`config.mk`:
```
export PLATFORM = sky130hd
export DESIGN_NAME = sc_arith_unit
export DESIGN_NICKNAME = d
export VERILOG_FILES = /design/src/rtl/sc_pkg.sv /design/src/rtl/sc_stream_gen.sv /design/src/rtl/sc_ones_counter.sv /design/src/rtl/sc_arith_unit.sv
export SDC_FILE = /design/constraint.sdc
export NUM_CORES = 1
export LEC_CHECK = 0
export BUFFER_PORTS_ARGS = -buffer_cell sky130_fd_sc_hd__buf_2
export CAP_MARGIN = 25
export CORE_MARGIN = 2
export CORE_UTILIZATION = 25
export DETAILED_ROUTE_END_ITERATION = 8
export PLACE_DENSITY = 0.53
export SETUP_SLACK_MARGIN = 0.15
export SLEW_MARGIN = 10
export SYNTH_ARGS = -nofsm -noshare
export SYNTH_HDL_FRONTEND = slang
export SYNTH_SLANG_ARGS = --single-unit
```
`constraint.sdc`:
```
create_clock -name clk -period 2.7 [get_ports clk]
set_clock_uncertainty 0.05 [all_clocks]
set_input_delay 0.27 -clock clk [delete_from_list [all_inputs] [get_ports clk]]
set_output_delay 0.27 -clock clk [all_outputs]
set_load 0.1 [all_outputs]
```
`src/rtl/sc_pkg.sv`:
```
package sc_pkg;
  localparam int SC_LOG_MIN = 3;

  // Clamp a requested length exponent into the supported window.
  function automatic int clamp_log(input int req, input int log_max);
    if (req < SC_LOG_MIN) return SC_LOG_MIN;
    if (req > log_max) return log_max;
    return req;
  endfunction

  typedef struct packed {
    logic a;
    logic b;
  } sc_bits_t;
endpackage

```
`src/rtl/sc_stream_gen.sv`:
```
module sc_stream_gen #(
  parameter int              WIDTH = 8,
  parameter logic [WIDTH-1:0] TAPS = 'hB8,
  parameter logic [WIDTH-1:0] SEED = 'h01
) (
  input  logic             clk,
  input  logic             rst_n,
  input  logic             reload,
  input  logic [WIDTH-1:0] level,
  output logic             bit_o
);
  logic [WIDTH-1:0] state;

  // Right-shifting Galois step; never reaches zero from a nonzero seed.
  function automatic logic [WIDTH-1:0] step(input logic [WIDTH-1:0] s);
    logic [WIDTH-1:0] sh;
    sh = s >> 1;
    return s[0] ? (sh ^ TAPS) : sh;
  endfunction

  // Offset by one so that state range 1..2^W-1 maps onto 0..2^W-2.
  function automatic logic emit(input logic [WIDTH-1:0] s, input logic [WIDTH-1:0] v);
    return (s - WIDTH'(1)) < v;
  endfunction

  always_ff @(posedge clk or negedge rst_n) begin
    if (!rst_n)      state <= SEED;
    else if (reload) state <= SEED;
    else             state <= step(state);
  end

  assign bit_o = emit(state, level);
endmodule

```
`src/rtl/sc_ones_counter.sv`:
```
module sc_ones_counter #(
  parameter int CNT_W = 11
) (
  input  logic             clk,
  input  logic             rst_n,
  input  logic             clear,
  input  logic             enable,
  input  logic             bit_in,
  output logic [CNT_W-1:0] count
);
  always_ff @(posedge clk or negedge rst_n) begin
    if (!rst_n)                count <= '0;
    else if (clear)            count <= '0;
    else if (enable && bit_in) count <= count + CNT_W'(1);
  end
endmodule

```
`src/rtl/sc_arith_unit.sv`:
```
module sc_arith_unit #(
  parameter int               WIDTH   = 8,
  parameter int               LOG_MAX = 10,
  parameter int               LOG_W   = 4,
  parameter int               CNT_W   = LOG_MAX + 1,
  parameter logic [WIDTH-1:0] TAPS_A  = 'hB8,
  parameter logic [WIDTH-1:0] TAPS_B  = 'h8E,
  parameter logic [WIDTH-1:0] SEED_A  = 'h01,
  parameter logic [WIDTH-1:0] SEED_B  = 'h5A
) (
  input  logic             clk,
  input  logic             rst_n,
  input  logic             start,
  input  logic [WIDTH-1:0] op_a,
  input  logic [WIDTH-1:0] op_b,
  input  logic [LOG_W-1:0] len_log,
  output logic [CNT_W-1:0] prod_cnt,
  output logic [CNT_W-1:0] sum_cnt,
  output logic             done
);
  import sc_pkg::*;

  localparam int NSTR = 2;
  localparam logic [WIDTH-1:0] TAPS_SET [NSTR] = '{TAPS_A, TAPS_B};
  localparam logic [WIDTH-1:0] SEED_SET [NSTR] = '{SEED_A, SEED_B};

  logic [WIDTH-1:0] levels [NSTR];
  logic [NSTR-1:0]  raw_bits;
  sc_bits_t         pair;
  logic             prod_bit;
  logic             sum_bit;
  logic             run_active;
  logic             count_en;
  logic [CNT_W-1:0] run_len;
  logic [CNT_W-1:0] remain;
  int               eff_log;

  assign levels[0] = op_a;
  assign levels[1] = op_b;

  for (genvar g = 0; g < NSTR; g++) begin : g_src
    sc_stream_gen #(.WIDTH(WIDTH), .TAPS(TAPS_SET[g]), .SEED(SEED_SET[g])) u_gen (
      .clk(clk), .rst_n(rst_n), .reload(start),
      .level(levels[g]), .bit_o(raw_bits[g])
    );
  end

  assign pair     = '{a: raw_bits[0], b: raw_bits[1]};
  assign prod_bit = pair.a & pair.b;
  assign sum_bit  = pair.a | pair.b;

  always_comb begin
    eff_log = clamp_log(int'(len_log), LOG_MAX);
    run_len = '0;
    run_len[eff_log] = 1'b1;
  end

  assign count_en = run_active && !start;

  always_ff @(posedge clk or negedge rst_n) begin
    if (!rst_n) begin
      run_active <= 1'b0;
      remain     <= '0;
      done       <= 1'b0;
    end else begin
      done <= 1'b0;
      if (start) begin
        run_active <= 1'b1;
        remain     <= run_len;
      end else if (run_active) begin
        remain <= remain - CNT_W'(1);
        if (remain == CNT_W'(1)) begin
          run_active <= 1'b0;
          done       <= 1'b1;
        end
      end
    end
  end

  sc_ones_counter #(.CNT_W(CNT_W)) u_prod (
    .clk(clk), .rst_n(rst_n), .clear(start), .enable(count_en),
    .bit_in(prod_bit), .count(prod_cnt)
  );

  sc_ones_counter #(.CNT_W(CNT_W)) u_sum (
    .clk(clk), .rst_n(rst_n), .clear(start), .enable(count_en),
    .bit_in(sum_bit), .count(sum_cnt)
  );
endmodule

```
* Word-level counts from Yosys, hierarchy flattened
Cells that the tools add are included.
** Operators by class
- Reductions and logical operators :: 8
- Multiplexer cells :: 25
- Magnitude comparators :: 6
- $add $sub $neg :: 5
- Bitwise gates (word level) :: 4
- Eq/ne operators :: 1
** Operator list (number)
- $mux 11 :: 6
- $mux 32 :: 2
- $ge 32x1->1 const B :: 1
- $lt 32x6->1 const B :: 1
- $mux 8 :: 4
- $add 11x1->11 const B :: 2
- $lt 8x8->1 :: 2
- $sub 8x1->8 const B :: 2
- $eq 11x1->1 const B :: 1
- $sub 11x1->11 const B :: 1
- $mux 1 :: 10
- $not 3->4 :: 2
- $reduce_bool 2->1 :: 3
- $demux 1 s4 :: 1
- $gt 4x4->1 const B :: 1
- $logic_and 1x1->1 :: 4
- $lt 4x2->1 const B :: 1
- $mux 4 :: 1
- $mux 2 :: 1
- $and 1x1->1 :: 1
- $logic_not 1->1 :: 1
- $or 1x1->1 :: 1
** Storage, ports and cells
- Bits in registers :: 51
- Word-level logic and storage cells :: 56
- Input port bits :: 23

* Longest topological paths before layout
- Depth in word-level cells :: 10
- Gate-level depth with buffers :: 14
- Depth with buffers taken out :: 12

* By module
From an unflattened synthesis, not the netlist that was laid out.
** Unflattened totals
- Cells, all modules :: 322
- Area total of the unflattened synthesis :: 3041.7 µm²
** By module, submodules not included
- sc_ones_counter :: times used 2, cells an instance 57, sequential area each 275.3 µm², area an instance 560.5 µm²
- sc_arith_unit :: times used 1, cells an instance 81, sequential area each 325.3 µm², area an instance 765.7 µm²
- sc_stream_gen (g_src[1].u_gen) :: times used 1, cells an instance 64, sequential area each 205.2 µm², area an instance 583.1 µm²
- sc_stream_gen (g_src[0].u_gen) :: times used 1, cells an instance 63, sequential area each 201.4 µm², area an instance 571.8 µm²

* Least setup slack after synthesis
Ideal clock, no wire load.
- Path kind :: register -> register
- Start point :: register g_src[0].u_gen.state[0]
- End point :: register u_sum.count[4]
- Setup slack :: -0.015 ns
- Library setup time :: 0.096 ns
- Arrival :: 2.568 ns
- Required time :: 2.554 ns
- Period minus slack after synthesis :: 2.715 ns
- Buffers on the path :: 2
- Stages on the path, launching flop included :: 15
- Path through :: dfstp_2 -> buf_2 -> inv_1 -> ha_1 -> nand2_1 -> nor3_1 -> xor2_1 -> ha_1 -> nand3_1 -> o211ai_1 -> a21oi_2 -> o21ai_2 -> or2_0 -> buf_2 -> o31ai_2
** On the way
- Cells in the longest elaborated chain, start to end :: 5
** RTL lines
- start, declared :: RTL line sc_stream_gen.sv:12 : logic [WIDTH-1:0] state;
- start signal, assigned :: RTL line sc_stream_gen.sv:29 : else state <= step(state);
- $sub 8x1->8 :: RTL line sc_stream_gen.sv:23 : return (s - WIDTH'(1)) < v;
- $lt 8x8->1 :: RTL line sc_stream_gen.sv:23
- $or 1x1->1 :: RTL line sc_arith_unit.sv:50 : assign sum_bit = pair.a | pair.b;
- $logic_and 1x1->1 :: RTL line sc_ones_counter.sv:14 : else if (enable && bit_in) count <= count + CNT_W'(1);
- $reduce_bool 2->1 (no source line)
- end signal, assigned :: RTL line sc_ones_counter.sv:14
- end, declared :: RTL line sc_ones_counter.sv:9 : output logic [CNT_W-1:0] count
No other way between the ends.
A chain may end at the register's enable or synchronous reset.

* Final worst setup path
- Start point :: register g_src[1].u_gen.state[1]
- End point :: register u_prod.count[1]
** On the way
- Cells in the longest elaborated chain, start to end :: 5
** RTL lines
- start, declared :: RTL line sc_stream_gen.sv:12
- start signal, assigned :: RTL line sc_stream_gen.sv:29
- $sub 8x1->8 :: RTL line sc_stream_gen.sv:23
- $lt 8x8->1 :: RTL line sc_stream_gen.sv:23
- $and 1x1->1 :: RTL line sc_arith_unit.sv:49 : assign prod_bit = pair.a & pair.b;
- $logic_and 1x1->1 :: RTL line sc_ones_counter.sv:14
- $reduce_bool 2->1 (no source line)
- end signal, assigned :: RTL line sc_ones_counter.sv:14
- end, declared :: RTL line sc_ones_counter.sv:9
No other way between the ends.

==> results.cfg <==
[outcome]
outcome = finished clean

[yosys]
ys_seq_area_share_pct = 42.96
synth_edf_count = 0
synthCells = 327
synth_nets = 370
async_reset_ff_share_pct = 100.0
synth_flop_cell = dfrtp_1
syn-cell-area_um2 = 2985
synth_area_per_cell_um2 = 9.130
synth_seq_cells = 51
yosys_warnings = 0
yosysUniqueCellTypes = 41

[worst_setup_path]
ff2ff_setup_slack_ns = 0.04
critPathLaunchType = register
worst_setup_path_end_kind = register
crit_type = register to register
rr_worst_depth = 11
rr_endpoint = u_prod.count[1]
r2r-start = g_src[1].u_gen.state[1]
critPathArrivalTime_ns = 2.79
worstPathRequired_ns = 2.83
path_max_fanout = 5

[floorplan]
die_area_um2 = 12830
fp.dieW_um = 113.3
rows = 39
ioPinCount = 46
core_area_um2 = 11520
initial_utilization_pct = 25.92
dieHeight_um = 113.3

[placement]
port_buffers = 45
hpwl_um = 5124
placedInstanceArea_um2 = 3527
post-place-cells = 523
globalplace.congestion = 0.7416

[clocking]
cts_max_level = 2
clk_latency_ns = 0.29
numCtsBuffers = 5
tritoncts = done
clock-sinks = 51
clock_tree.buffer_depth = 2
clk_transition_reported_paths_ns = 0.07
holdBufCountCts = 0
cts_root_buf = clkbuf_16

[timing]
fmax_ghz = 0.3762
min_period_ns = 2.658
rsz0062_at_grt = true
setup_viol = 0
tightest_slew_ns = 0.7275
slew_headroom_pct = 50.82
drv_slew = 0
hold_violations = 0
finalCritPeriodShare_pct = 98.45
fin_hold_ws_ns = 0.01694

[route]
drt_pass1_iterations = 5
ant_nets = 0
wl_um = 6911
num_vias = 2535
wl_per_cell_um = 12.92
drtIter0Drc = 101
route.detailed.drc = 0
viasPerCell = 4.738

[worst_hold_path]
hold_path_class = input pin to asynchronous set/reset pin

[cells_and_area]
final_area_um2 = 3865
nFillCells = 1206
drive_gt1_share_pct = 30.87
layout_common_cells = dfrtp_1 (46), buf_2 (45), nor2_1 (43)
fin_nets = 434
fin_cells = 535
fin_util_pct = 33.56
final_common_cell = dfrtp_1
seq_area_um2 = 1282
multi_input_area_um2 = 1712
syn_to_final_growth_pct = 29.46
n_antenna_cell = 0

[global_routing]
grt_max_degree = 52
antenna_found_initial = 0
gr-usage-all-layers_pct = 11.16
grt-ovfl-total = 0
grt_pass1_wl_um = 11960
grt_pass1_vias = 2585

[power]
leakagePower_nw = 1.872
powerDensity_nw_per_um2 = 735.9
ir_worst_vdd_uv = 318.3
total_power_mw = 2.844

[run]
cap_viol_max_count = 0
[cell type report]
type                            instances  area share [%]
Multi-Input combinational cell        239           44.29
Sequential cell                        51           33.18
Clock inverter                          3          0.6475
Inverter                               25           2.428
Tap cell                              143           4.629
Clock buffer                            5           3.237
Timing Repair Buffer                   69           11.59
[what timing repair did]
item	CTS	global route
buffers inserted	3	1
pin swaps	16	19
setup endpoints to repair	22	22
resized for setup	17	25
[worst max-delay path by stage]
stage	from	to	slack [ns]
final	g_src[1].u_gen.state[1]	u_prod.count[1]	0.04
after global routing	g_src[0].u_gen.state[3]	u_sum.count[4]	-0.14
after detailed placement	g_src[1].u_gen.state[1]	u_sum.count[1]	-0.05
after floorplan	g_src[1].u_gen.state[1]	u_sum.count[2]	0.11
after global placement	g_src[1].u_gen.state[1]	u_prod.count[4]	0.07
after CTS	g_src[1].u_gen.state[1]	u_sum.count[10]	0.05
[sequential cells by signal (all words and copies together) (netlist names)]
name	flops
g_src.u_gen.state	16
remain	11
u_prod.count	11
u_sum.count	11
done	1
run_active	1
[power breakdown]
| group | leakage, nW | internal, mW | switching [mW] |
|---|---|---|---|
| Combinational | 1.14 | 0.438 | 0.706 |
| Sequential | 0.665 | 0.899 | 0.149 |
| Clock | 0.0708 | 0.351 | 0.301 |
| Total | 1.87 | 1.69 | 1.16 |
[cells by family after synthesis]
kind of cell	Yosys count	share of synthesized area, %
buffers and inverters	37	4.987
multiplexers	2	0.6706
AO/OA/AOI/OAI	55	12.53
XOR/XNOR	30	8.801
adder cells (fa/ha/maj)	20	8.382
flip-flops	51	42.96
AND/OR/NAND/NOR	132	21.67
[per-layer routing]
layer  routed length [um]  share of wire (%)  global-route usage (%)
met3                  304                4.4                   2.410
met5                    0                  0                       0
met1                 3324                 48                   15.39
met4                   59               0.85                   2.114
met2                 3222                 47                   18.20
[critical path, stage by stage, from the launching register on]
cell     delay (ns)
dfstp_2        0.54
inv_2          0.06
ha_4           0.15
xor2_1         0.14
ha_1           0.29
a211o_1        0.26
a31o_1         0.21
a21oi_4        0.27
nand2_2        0.12
buf_4          0.15
buf_6          0.11
a31o_4         0.21
[through the flow]
step	worst slack [ns]	TNS, ns
6_report	0.04174	0
3_3_place_gp	0.06700	0
4_1_cts	0.04971	0
2_1_floorplan	0.1062	0
5_1_grt	-0.1383	-1.446
3_5_place_dp	-0.05001	-0.08543
[cell usage after synthesis (2+ instances only)]
cell type  instances  area [um2]
a211oi_1           2       15.01
a21oi_1           12       60.06
a31oi_1            3       18.77
and2_1             3       18.77
and3_1             9       56.30
and4_1             3       26.28
buf_2              5       25.02
clkbuf_1           6       22.52
dfrtp_1           46        1151
dfstp_2            5       131.4
ha_1              20       250.2
inv_1             25       93.84
mux2i_1            2       20.02
nand2_1           23       86.33
nand3_1           15       75.07
nand4_1            7       43.79
nor2_1            46       172.7
nor2b_1            4       25.02
nor3_1             3       15.01
nor3b_1            3       22.52
nor4_1             5       31.28
nor4b_1            2       17.52
o211ai_1          10       75.07
o21ai_0           11       55.05
o22a_1             4       35.03
o31ai_1            5       37.54
or2_2              4       25.02
or3_1              3       18.77
xnor2_1           10       87.58
xor2_1            20       175.2
No activity file was read; power rests on OpenSTA's default activity.
